### src/rtl/orsched_pkg.sv
package orsched_pkg;

  typedef enum logic {
    ACC_MISS = 1'b0,
    ACC_HIT  = 1'b1
  } acc_kind_e;

  function automatic acc_kind_e classify(input logic row_known, input logic row_same);
    return (row_known && row_same) ? ACC_HIT : ACC_MISS;
  endfunction

endpackage

### src/rtl/orsched_decode.sv
module orsched_decode #(
  parameter int ADDR_W = 27,
  parameter int OFF_W  = 6,
  parameter int COL_W  = 6,
  parameter int BANK_W = 1,
  parameter int ROW_W  = ADDR_W - OFF_W - COL_W - BANK_W
) (
  input  logic [ADDR_W-1:0] addr,
  output logic [COL_W-1:0]  col,
  output logic [BANK_W-1:0] bank,
  output logic [ROW_W-1:0]  row
);
  localparam int COL_LSB  = OFF_W;
  localparam int BANK_LSB = OFF_W + COL_W;
  localparam int ROW_LSB  = BANK_LSB + BANK_W;

  always_comb begin
    col  = addr[COL_LSB  +: COL_W];
    bank = addr[BANK_LSB +: BANK_W];
    row  = addr[ROW_LSB  +: ROW_W];
  end
endmodule

### src/rtl/orsched_bank.sv
module orsched_bank #(
  parameter int ROW_W = 14,
  parameter int CNT_W = 8
) (
  input  logic             clk,
  input  logic             rst,
  input  logic             start,
  input  logic [ROW_W-1:0] start_row,
  input  logic [CNT_W-1:0] start_lat,
  output logic             open_vld,
  output logic [ROW_W-1:0] open_row,
  output logic             idle,
  output logic             done
);
  logic [CNT_W-1:0] cnt;
  localparam logic [CNT_W-1:0] ONE = CNT_W'(1);

  always_ff @(posedge clk) begin
    if (rst) begin
      cnt      <= '0;
      open_vld <= 1'b0;
      open_row <= '0;
      done     <= 1'b0;
    end else begin
      done <= (cnt == ONE) && !start;
      if (start) begin
        cnt      <= start_lat;
        open_row <= start_row;
        open_vld <= 1'b1;
      end else if (cnt != '0) begin
        cnt <= cnt - ONE;
      end
    end
  end

  assign idle = (cnt == '0);

  p_start_idle_r4: assert property (@(posedge clk) disable iff (rst)
    start |-> (cnt == '0));
  p_busy_after_start_r6: assert property (@(posedge clk) disable iff (rst)
    start |=> !idle);
  p_done_end_r6: assert property (@(posedge clk) disable iff (rst)
    done |-> ($past(cnt) == ONE));
  p_row_kept_r7: assert property (@(posedge clk) disable iff (rst)
    !start |=> $stable(open_row));
endmodule

### src/rtl/orsched_issue.sv
module orsched_issue
  import orsched_pkg::*;
#(
  parameter int BANK_W   = 1,
  parameter int ROW_W    = 14,
  parameter int COL_W    = 6,
  parameter int CNT_W    = 8,
  parameter int HIT_CYC  = 40,
  parameter int MISS_CYC = 200,
  parameter int NB       = 1 << BANK_W
) (
  input  logic                      clk,
  input  logic                      rst,
  input  logic                      head_valid,
  input  logic [BANK_W-1:0]         head_bank,
  input  logic [ROW_W-1:0]          head_row,
  input  logic [COL_W-1:0]          head_col,
  input  logic [NB-1:0]             bank_vld,
  input  logic [NB-1:0][ROW_W-1:0]  bank_row,
  input  logic [NB-1:0]             bank_idle,
  output logic [NB-1:0]             bank_start,
  output logic [CNT_W-1:0]          start_lat,
  output logic                      head_pop,
  output logic                      issue_valid,
  output logic [BANK_W-1:0]         issue_bank,
  output logic [ROW_W-1:0]          issue_row,
  output logic [COL_W-1:0]          issue_col,
  output logic                      issue_hit
);
  logic      can_issue;
  acc_kind_e kind;

  always_comb begin
    kind      = classify(bank_vld[head_bank], bank_row[head_bank] == head_row);
    can_issue = head_valid && !head_pop && bank_idle[head_bank];
    start_lat = (kind == ACC_HIT) ? CNT_W'(HIT_CYC) : CNT_W'(MISS_CYC);
  end

  for (genvar b = 0; b < NB; b++) begin : g_start
    assign bank_start[b] = can_issue && (head_bank == BANK_W'(b));
  end

  always_ff @(posedge clk) begin
    if (rst) begin
      head_pop    <= 1'b0;
      issue_valid <= 1'b0;
      issue_bank  <= '0;
      issue_row   <= '0;
      issue_col   <= '0;
      issue_hit   <= 1'b0;
    end else begin
      head_pop    <= can_issue;
      issue_valid <= can_issue;
      if (can_issue) begin
        issue_bank <= head_bank;
        issue_row  <= head_row;
        issue_col  <= head_col;
        issue_hit  <= (kind == ACC_HIT);
      end
    end
  end

  p_pop_gap_r2: assert property (@(posedge clk) disable iff (rst)
    head_pop |=> !head_pop);
  p_single_start_r2: assert property (@(posedge clk) disable iff (rst)
    $onehot0(bank_start));
  p_hold_busy_r3: assert property (@(posedge clk) disable iff (rst)
    (head_valid && !bank_idle[head_bank]) |=> !issue_valid);
endmodule

### src/rtl/open_row_sched.sv
module open_row_sched #(
  parameter int ADDR_W   = 27,
  parameter int OFF_W    = 6,
  parameter int COL_W    = 6,
  parameter int BANK_W   = 1,
  parameter int HIT_CYC  = 40,
  parameter int MISS_CYC = 200,
  parameter int ROW_W    = ADDR_W - OFF_W - COL_W - BANK_W,
  parameter int NB       = 1 << BANK_W
) (
  input  logic              clk,
  input  logic              rst,
  input  logic              head_valid,
  input  logic [ADDR_W-1:0] head_addr,
  output logic              head_pop,
  output logic              issue_valid,
  output logic [BANK_W-1:0] issue_bank,
  output logic [ROW_W-1:0]  issue_row,
  output logic [COL_W-1:0]  issue_col,
  output logic              issue_hit,
  output logic [NB-1:0]     bank_done,
  output logic [NB-1:0]     bank_busy
);
  localparam int LAT_MAX = (MISS_CYC > HIT_CYC) ? MISS_CYC : HIT_CYC;
  localparam int CNT_W   = $clog2(LAT_MAX + 1);

  logic [COL_W-1:0]          d_col;
  logic [BANK_W-1:0]         d_bank;
  logic [ROW_W-1:0]          d_row;
  logic [NB-1:0]             b_vld;
  logic [NB-1:0][ROW_W-1:0]  b_row;
  logic [NB-1:0]             b_idle;
  logic [NB-1:0]             b_start;
  logic [CNT_W-1:0]          s_lat;

  orsched_decode #(
    .ADDR_W(ADDR_W), .OFF_W(OFF_W), .COL_W(COL_W), .BANK_W(BANK_W), .ROW_W(ROW_W)
  ) i_decode (
    .addr(head_addr), .col(d_col), .bank(d_bank), .row(d_row)
  );

  orsched_issue #(
    .BANK_W(BANK_W), .ROW_W(ROW_W), .COL_W(COL_W), .CNT_W(CNT_W),
    .HIT_CYC(HIT_CYC), .MISS_CYC(MISS_CYC), .NB(NB)
  ) i_issue (
    .clk(clk), .rst(rst),
    .head_valid(head_valid), .head_bank(d_bank), .head_row(d_row), .head_col(d_col),
    .bank_vld(b_vld), .bank_row(b_row), .bank_idle(b_idle),
    .bank_start(b_start), .start_lat(s_lat),
    .head_pop(head_pop), .issue_valid(issue_valid), .issue_bank(issue_bank),
    .issue_row(issue_row), .issue_col(issue_col), .issue_hit(issue_hit)
  );

  for (genvar b = 0; b < NB; b++) begin : g_bank
    orsched_bank #(.ROW_W(ROW_W), .CNT_W(CNT_W)) i_bank (
      .clk(clk), .rst(rst),
      .start(b_start[b]), .start_row(d_row), .start_lat(s_lat),
      .open_vld(b_vld[b]), .open_row(b_row[b]),
      .idle(b_idle[b]), .done(bank_done[b])
    );
    assign bank_busy[b] = !b_idle[b];
  end

  p_pop_with_issue_r2: assert property (@(posedge clk) disable iff (rst)
    head_pop == issue_valid);
  p_done_not_busy_r6: assert property (@(posedge clk) disable iff (rst)
    (bank_done & bank_busy) == '0);
endmodule

### config.mk
export PLATFORM = sky130hd
export DESIGN_NAME = open_row_sched
export DESIGN_NICKNAME = d
export VERILOG_FILES = /design/src/rtl/orsched_pkg.sv /design/src/rtl/orsched_decode.sv /design/src/rtl/orsched_bank.sv /design/src/rtl/orsched_issue.sv /design/src/rtl/open_row_sched.sv
export SDC_FILE = /design/constraint.sdc
export NUM_CORES = 1
export LEC_CHECK = 0
export ABC_AREA = 1
export CAP_MARGIN = 20
export CORE_MARGIN = 2
export CORE_UTILIZATION = 25
export DETAILED_ROUTE_END_ITERATION = 8
export PLACE_DENSITY_LB_ADDON = 0.1
export SLEW_MARGIN = 40
export SYNTH_ARGS = -nofsm -noshare
export SYNTH_HDL_FRONTEND = slang
export SYNTH_HIERARCHICAL = 1
export SYNTH_SLANG_ARGS = --single-unit
export TNS_END_PERCENT = 1
### constraint.sdc
create_clock -name clk -period 5.1 [get_ports clk]
set_input_delay 1.02 -clock clk [delete_from_list [all_inputs] [get_ports clk]]
set_output_delay 1.02 -clock clk [all_outputs]
set_load 0.02 [all_outputs]
==> flow_summary.yaml, run 1 <==
setup_path:
  worstPathBufferInverterCount: 3
  slowest_delay_ps: 590
  crit_fanout: 5
  cp_top_family: "buffers and inverters"
  cp-end-kind: "primary output"
  path_class: "reg -> out"
  crit_arrival_ps: 1890
  worstPathCellList: "inv_1, ha_1, nand2_4, nor2_8, inv_1, clkdlybuf4s50_1"
  crit_path_top_delay_cell: "clkdlybuf4s50_1"
  cp.required_ps: 4080
  start_kind: "register"
  cp_common_cell: "inv_1"
cells_and_area:
  fin_area_mm2: 0.004501
  nets: 587
  fill_cells: 1639
  finalNonFillerCells: 744
  diodes: 0
  syn_to_final_growth_pct: 18.75
  final_common_cell: "nand2_1"
  drive_gt1_frac: 0.1061
  final_cell_mix: "nand2_1, nor2_1, dfxtp_1"
timing:
  finalMaxSlewViolations: 0
  fin_crit_sh: 0.5711
  rsz0062_at_grt: "false"
  setup_slack_ps: 2187
  setup_violations: 0
  hold_viol: 0
  fin_setup_tns_ps: 0
  slew_headroom: 0.5674
  tightest_slew_ps: 646.9
  finalCriticalPeriod_ps: 2913
  fmax_mhz: 343.3
  finalClockSkew_ps: 6.186
power:
  p_clk_frac: 0.275
  power_frac_seq: 0.335
  total_power_mw: 2.284
  ir_worst_vdd_uv: 179.9
  p_sw_mw: 0.8701
  switching_share: 0.3809
  power.leakage_nw: 1.952
  power_density_mw_per_mm2: 507.5
  p_int_mw: 1.414
  combPwrFrac: 0.390
floorplan:
  core-area_mm2: 0.01503
  start_util: 0.2521
  die_w_um: 127.1
  floorplan.rows: 45
  ios: 58
  dieHeight_um: 127.1
  dieArea_mm2: 0.01616
clock_network:
  cts_root_buffer: "clkbuf_16"
  cts_made_buffers: 9
  post_cts_buffers: 0
  max-clock-path-buffers: 2
  cts_hold_buf: 0
  insertion_delay_ps: 340
  cts.sinks: 71
  cts_tree: "built"
  clkTransAtPathRegs_ps: 60
  cts_resized: 0
  htreeDepth: 3
place:
  finalWeightedCongestion: 0.7390
  post_dp_cell_area_mm2: 0.004209
  place_inst: 728
  dp_worst_setup_slack_ps: 2150
  io_buffers: 51
  hpwl_mm: 6.963
global_routing:
  grt_pass1_vias: 3097
  grt_overflow: 0
  grt_max_degree: 34
  grt_use_total: 0.1324
  grt_antenna_before_repair: 0
  grt_pass1_wl_mm: 16.18
detailed_routing:
  first_pass_iters: 4
  drt_iter0_markers: 158
  antenna_left: 0
  route.vias.total: 3257
  drc: 0
  wirelength_mm: 10.21
  avgViaCountPerCell: 4.378
  wire_per_inst_um: 13.73
logic_synthesis:
  synth-seq-cells: 71
  ys_types: 33
  synth_cells: 532
  ys_seq_area_frac: 0.3750
  syn_area_per_cell_um2: 7.124
  synth_area_mm2: 0.003790
  synth_warnings: 6
status:
  outcome: "completed"
worst_hold_path:
  hp-class: "reg -> reg"
flow_run:
  max_cap_violations: 0
[metal layers]
layer  up-vias  GRT usage  wire, um
met4         0    0.03555       121
met2        42     0.2255      5100
met3         8    0.04564       333
met5         -          0         0
met1      1524     0.1595      4656
li1       1683          -         -
[power by group through the flow]
stage / registers [mW] / logic, mW / clock network, mW
6_report: 0.765 / 0.890 / 0.629
3_5_place_dp: 0.778 / 0.903 / 0
5_1_grt: 0.783 / 1.02 / 0.677
3_3_place_gp: 0.777 / 0.893 / 0
2_1_floorplan: 0.797 / 0.656 / 0
4_1_cts: 0.766 / 0.905 / 0.658
[synth_stat cells, drive strengths merged]
library cell,number,area (um2)
nand3,27,155.2
a31oi,2,12.51
inv,41,161.4
conb,2,7.510
a21oi,29,148.9
nand2,134,573.0
nand3b,3,22.52
or2,2,12.51
buf,46,347.8
o21bai,1,7.510
a211oi,10,75.07
dfxtp,71,1421
clkbuf,4,15.01
o21ai,38,190.2
xor2,2,17.52
nor2,107,491.7
xnor2,2,17.52
ha,6,75.07
nand4,4,25.02
o211ai,1,12.51
[state kept, by name (all words and copies together) (netlist names)]
signal                  flops
g_bank.i_bank/done          2
g_bank.i_bank/open_vld      2
g_bank.i_bank/open_row     28
i_issue/issue_valid         1
g_bank.i_bank/cnt          16
i_issue/issue_hit           1
i_issue/issue_bank          1
i_issue/issue_col           6
i_issue/issue_row          14
[area by class of cell]
cell class / count / area [um2] / area share
clock buffer: 12 / 246.5 / 0.05477
clock inverter: 4 / 45.04 / 0.01001
inverter: 41 / 161.4 / 0.03586
multi-input combinational: 373 / 1856 / 0.4123
sequential: 71 / 1421 / 0.3158
tap: 188 / 235.2 / 0.05227
timing repair buffer: 55 / 535.5 / 0.1190
[logic make-up (layout without fill, tap and decap cells)]
kind of cell / after synthesis / count (layout) / synth area share
buf+inv: 91 / 112 / 0.1383
xor+xnor: 4 / 4 / 0.009246
simple gates: 277 / 277 / 0.3377
flops: 71 / 71 / 0.3750
fa+ha+maj: 6 / 6 / 0.01981
other cells: 2 / 5 / 0.001982
compound gates: 81 / 81 / 0.1179
[final timing paths]
check,start,to,slack [ps],depth (start not counted)
setup / recovery,g_bank[0].i_bank/cnt[0],bank_busy[0],2190,6
hold / removal,i_issue/issue_col[2],i_issue/issue_col[2],460,2
setup reg to reg,g_bank[0].i_bank/cnt[0],g_bank[1].i_bank/cnt[4],2880,12
hold reg to reg,i_issue/issue_col[2],i_issue/issue_col[2],460,2
[worst reg2reg max path: cells and delay by family (launching register included)]
family / cells / cell delay, ps
AO/OA/AOI/OAI: 2 / 250
adder cells (fa/ha/maj): 1 / 250
buffers and inverters: 3 / 520
flip-flops: 1 / 380
AND/OR/NAND/NOR: 6 / 710
[stage by stage]
stage / hold slack, ps / utilization
after global placement: 448.5 / 0.2803
after global routing: 473.0 / 0.2994
after floorplan: 434.7 / -
final: 459.2 / 0.2994
after CTS: 460.8 / 0.2994
after detailed placement: 451.6 / 0.2800
No activity file was read; power rests on OpenSTA's default activity.
==> inputs of run 2 (changes only) <==
clock period = 2.5 ns   (was 5.1 ns; I/O delays follow)
==> flow_summary.yaml, run 2 (synthesis gave the netlist of run 1 again) <==
status:
  outcome: "completed"
timing:
  fmax_mhz: 419.7
  setup_violations: 0
  slew_headroom: 0.6173
  finalMaxSlewViolations: 0
  tightest_slew_ps: 573.4
  fin_crit_sh: 0.9530
  finalClockSkew_ps: 8.950
  hold_viol: 0
  finalCriticalPeriod_ps: 2383
  rsz0062_at_grt: "false"
floorplan:
  die_w_um: 127.1
  ios: 58
  floorplan.rows: 45
  dieArea_mm2: 0.01616
  start_util: 0.2521
  core-area_mm2: 0.01503
  dieHeight_um: 127.1
cells_and_area:
  fin_area_mm2: 0.004544
  diodes: 0
  nets: 594
  largest_register: "g_bank.i_bank/open_row"
  finalNonFillerCells: 750
  largest_registers: "g_bank.i_bank/open_row x28, g_bank.i_bank/cnt x16, i_issue/issue_row x14"
  largest_register_ff_count: 28
  drive_gt1_frac: 0.1157
  final_common_cell: "nand2_1"
  final_cell_mix: "nand2_1, nor2_1, dfxtp_1"
  syn_to_final_growth_pct: 19.91
detailed_routing:
  antenna_left: 0
  wirelength_mm: 9.975
  route.vias.total: 3271
  drt_iter0_markers: 163
  avgViaCountPerCell: 4.361
  wire_per_inst_um: 13.30
  first_pass_iters: 4
  drc: 0
place:
  hpwl_mm: 7.090
  io_buffers: 51
  post_dp_cell_area_mm2: 0.004279
  finalWeightedCongestion: 0.7577
  place_inst: 735
clock_network:
  clkTransAtPathRegs_ps: 60
  htreeDepth: 3
  cts_hold_buf: 0
  cts_made_buffers: 9
  cts.sinks: 71
  max-clock-path-buffers: 2
  post_cts_buffers: 0
  cts_root_buffer: "clkbuf_16"
  insertion_delay_ps: 340
  cts_resized: 0
  cts_tree: "built"
power:
  power.leakage_nw: 1.974
  p_int_mw: 2.792
  power_density_mw_per_mm2: 1003
  switching_share: 0.3872
  power_frac_seq: 0.343
  ir_worst_vdd_uv: 323.5
  p_clk_frac: 0.257
  combPwrFrac: 0.400
  p_sw_mw: 1.764
global_routing:
  grt_antenna_before_repair: 0
  grt_overflow: 0
  grt_pass1_wl_mm: 16.66
  grt_pass1_vias: 3295
  grt_use_total: 0.1312
  grt_max_degree: 38
worst_hold_path:
  holdPathEnd: "i_issue/issue_row[7]"
  min_path_cells: 2
  hp-class: "reg -> reg"
  worstHoldStart: "i_issue/issue_row[7]"
setup_path:
  reg2reg_slack_ps: 370
  cp-end-kind: "primary output"
  path_class: "reg -> out"
  rr_startpoint: "g_bank[1].i_bank/cnt[0]"
  cp.required_ps: 2000
  worst_r2r_endpoint: "i_issue/issue_col[3]"
  crit_fanout: 5
  start_kind: "register"
  r2r_cells: 10
  crit_arrival_ps: 1880
flow_run:
  max_cap_violations: 0
==> run 2: cell count changes in the layout (fill, tap and decap cells not counted), sizes merged <==
cell | previous run | this run
clkdlybuf4s50 | 50 | 51
buf | 5 | 11
clkbuf | 12 | 11
clkinvlp | 0 | 1
bufinv | 1 | 0
==> run 2: per-stage QoR <==
step	TNS, ps	util	hold WS, ps	worst slack [ps]	total power, mW
floorplan	0	-	434.7	448.8	2.965
global placement	-4.892	0.2846	450.0	-2.960	3.427
detailed placement	0	0.2846	458.6	0.8857	3.442
CTS	0	0.3023	466.3	67.20	4.646
global route	0	0.3023	487.4	2.892	4.953
finish	0	0.3023	462.2	117.4	4.556
==> run 2: cell type report <==
type	instances	area, um2
Fill cell	1623	10490
Clock inverter	4	22.52
Sequential cell	71	1421
Tap cell	188	235.2
Multi-Input combinational cell	373	1856
Clock buffer	11	242.7
Timing Repair Buffer	62	605.6
Inverter	41	161.4
==> run 2: layer usage <==
metal / vias to the layer above / global-route usage / part of all wire
met4: 0 / 0.04783 / 0.016
met3: 13 / 0.03057 / 0.029
met1: 1527 / 0.1566 / 0.46
li1: 1696 / - / -
met2: 35 / 0.2302 / 0.50
met5: - / 0 / 0
==> run 2: worst max path at each step <==
stage	from	endpoint	cells past startpoint
2_1_floorplan	g_bank[1].i_bank/cnt[0]	g_bank[0].i_bank/open_row[10]	14
3_3_place_gp	head_addr[12]	i_issue/issue_row[6]	9
3_5_place_dp	head_addr[12]	i_issue/issue_row[6]	9
4_1_cts	g_bank[0].i_bank/cnt[0]	bank_busy[0]	6
5_1_grt	g_bank[0].i_bank/cnt[0]	bank_busy[0]	6
6_report	g_bank[1].i_bank/cnt[0]	bank_busy[1]	6
==> run 2: power groups by stage <==
| stage | combinational [mW] | clock, mW | sequential (mW) |
|---|---|---|---|
| 2_1_floorplan | 1.34 | 0 | 1.63 |
| 3_3_place_gp | 1.84 | 0 | 1.58 |
| 3_5_place_dp | 1.85 | 0 | 1.59 |
| 4_1_cts | 1.86 | 1.22 | 1.57 |
| 5_1_grt | 2.09 | 1.26 | 1.60 |
| 6_report | 1.82 | 1.17 | 1.56 |
==> run 2: critical path, cell delays in order (launching register included) <==
cell and delay [ps]:
dfxtp_1 380, inv_1 120, ha_1 250, nand2_4 100, nor2_8 60, inv_1 50, clkdlybuf4s50_1 590
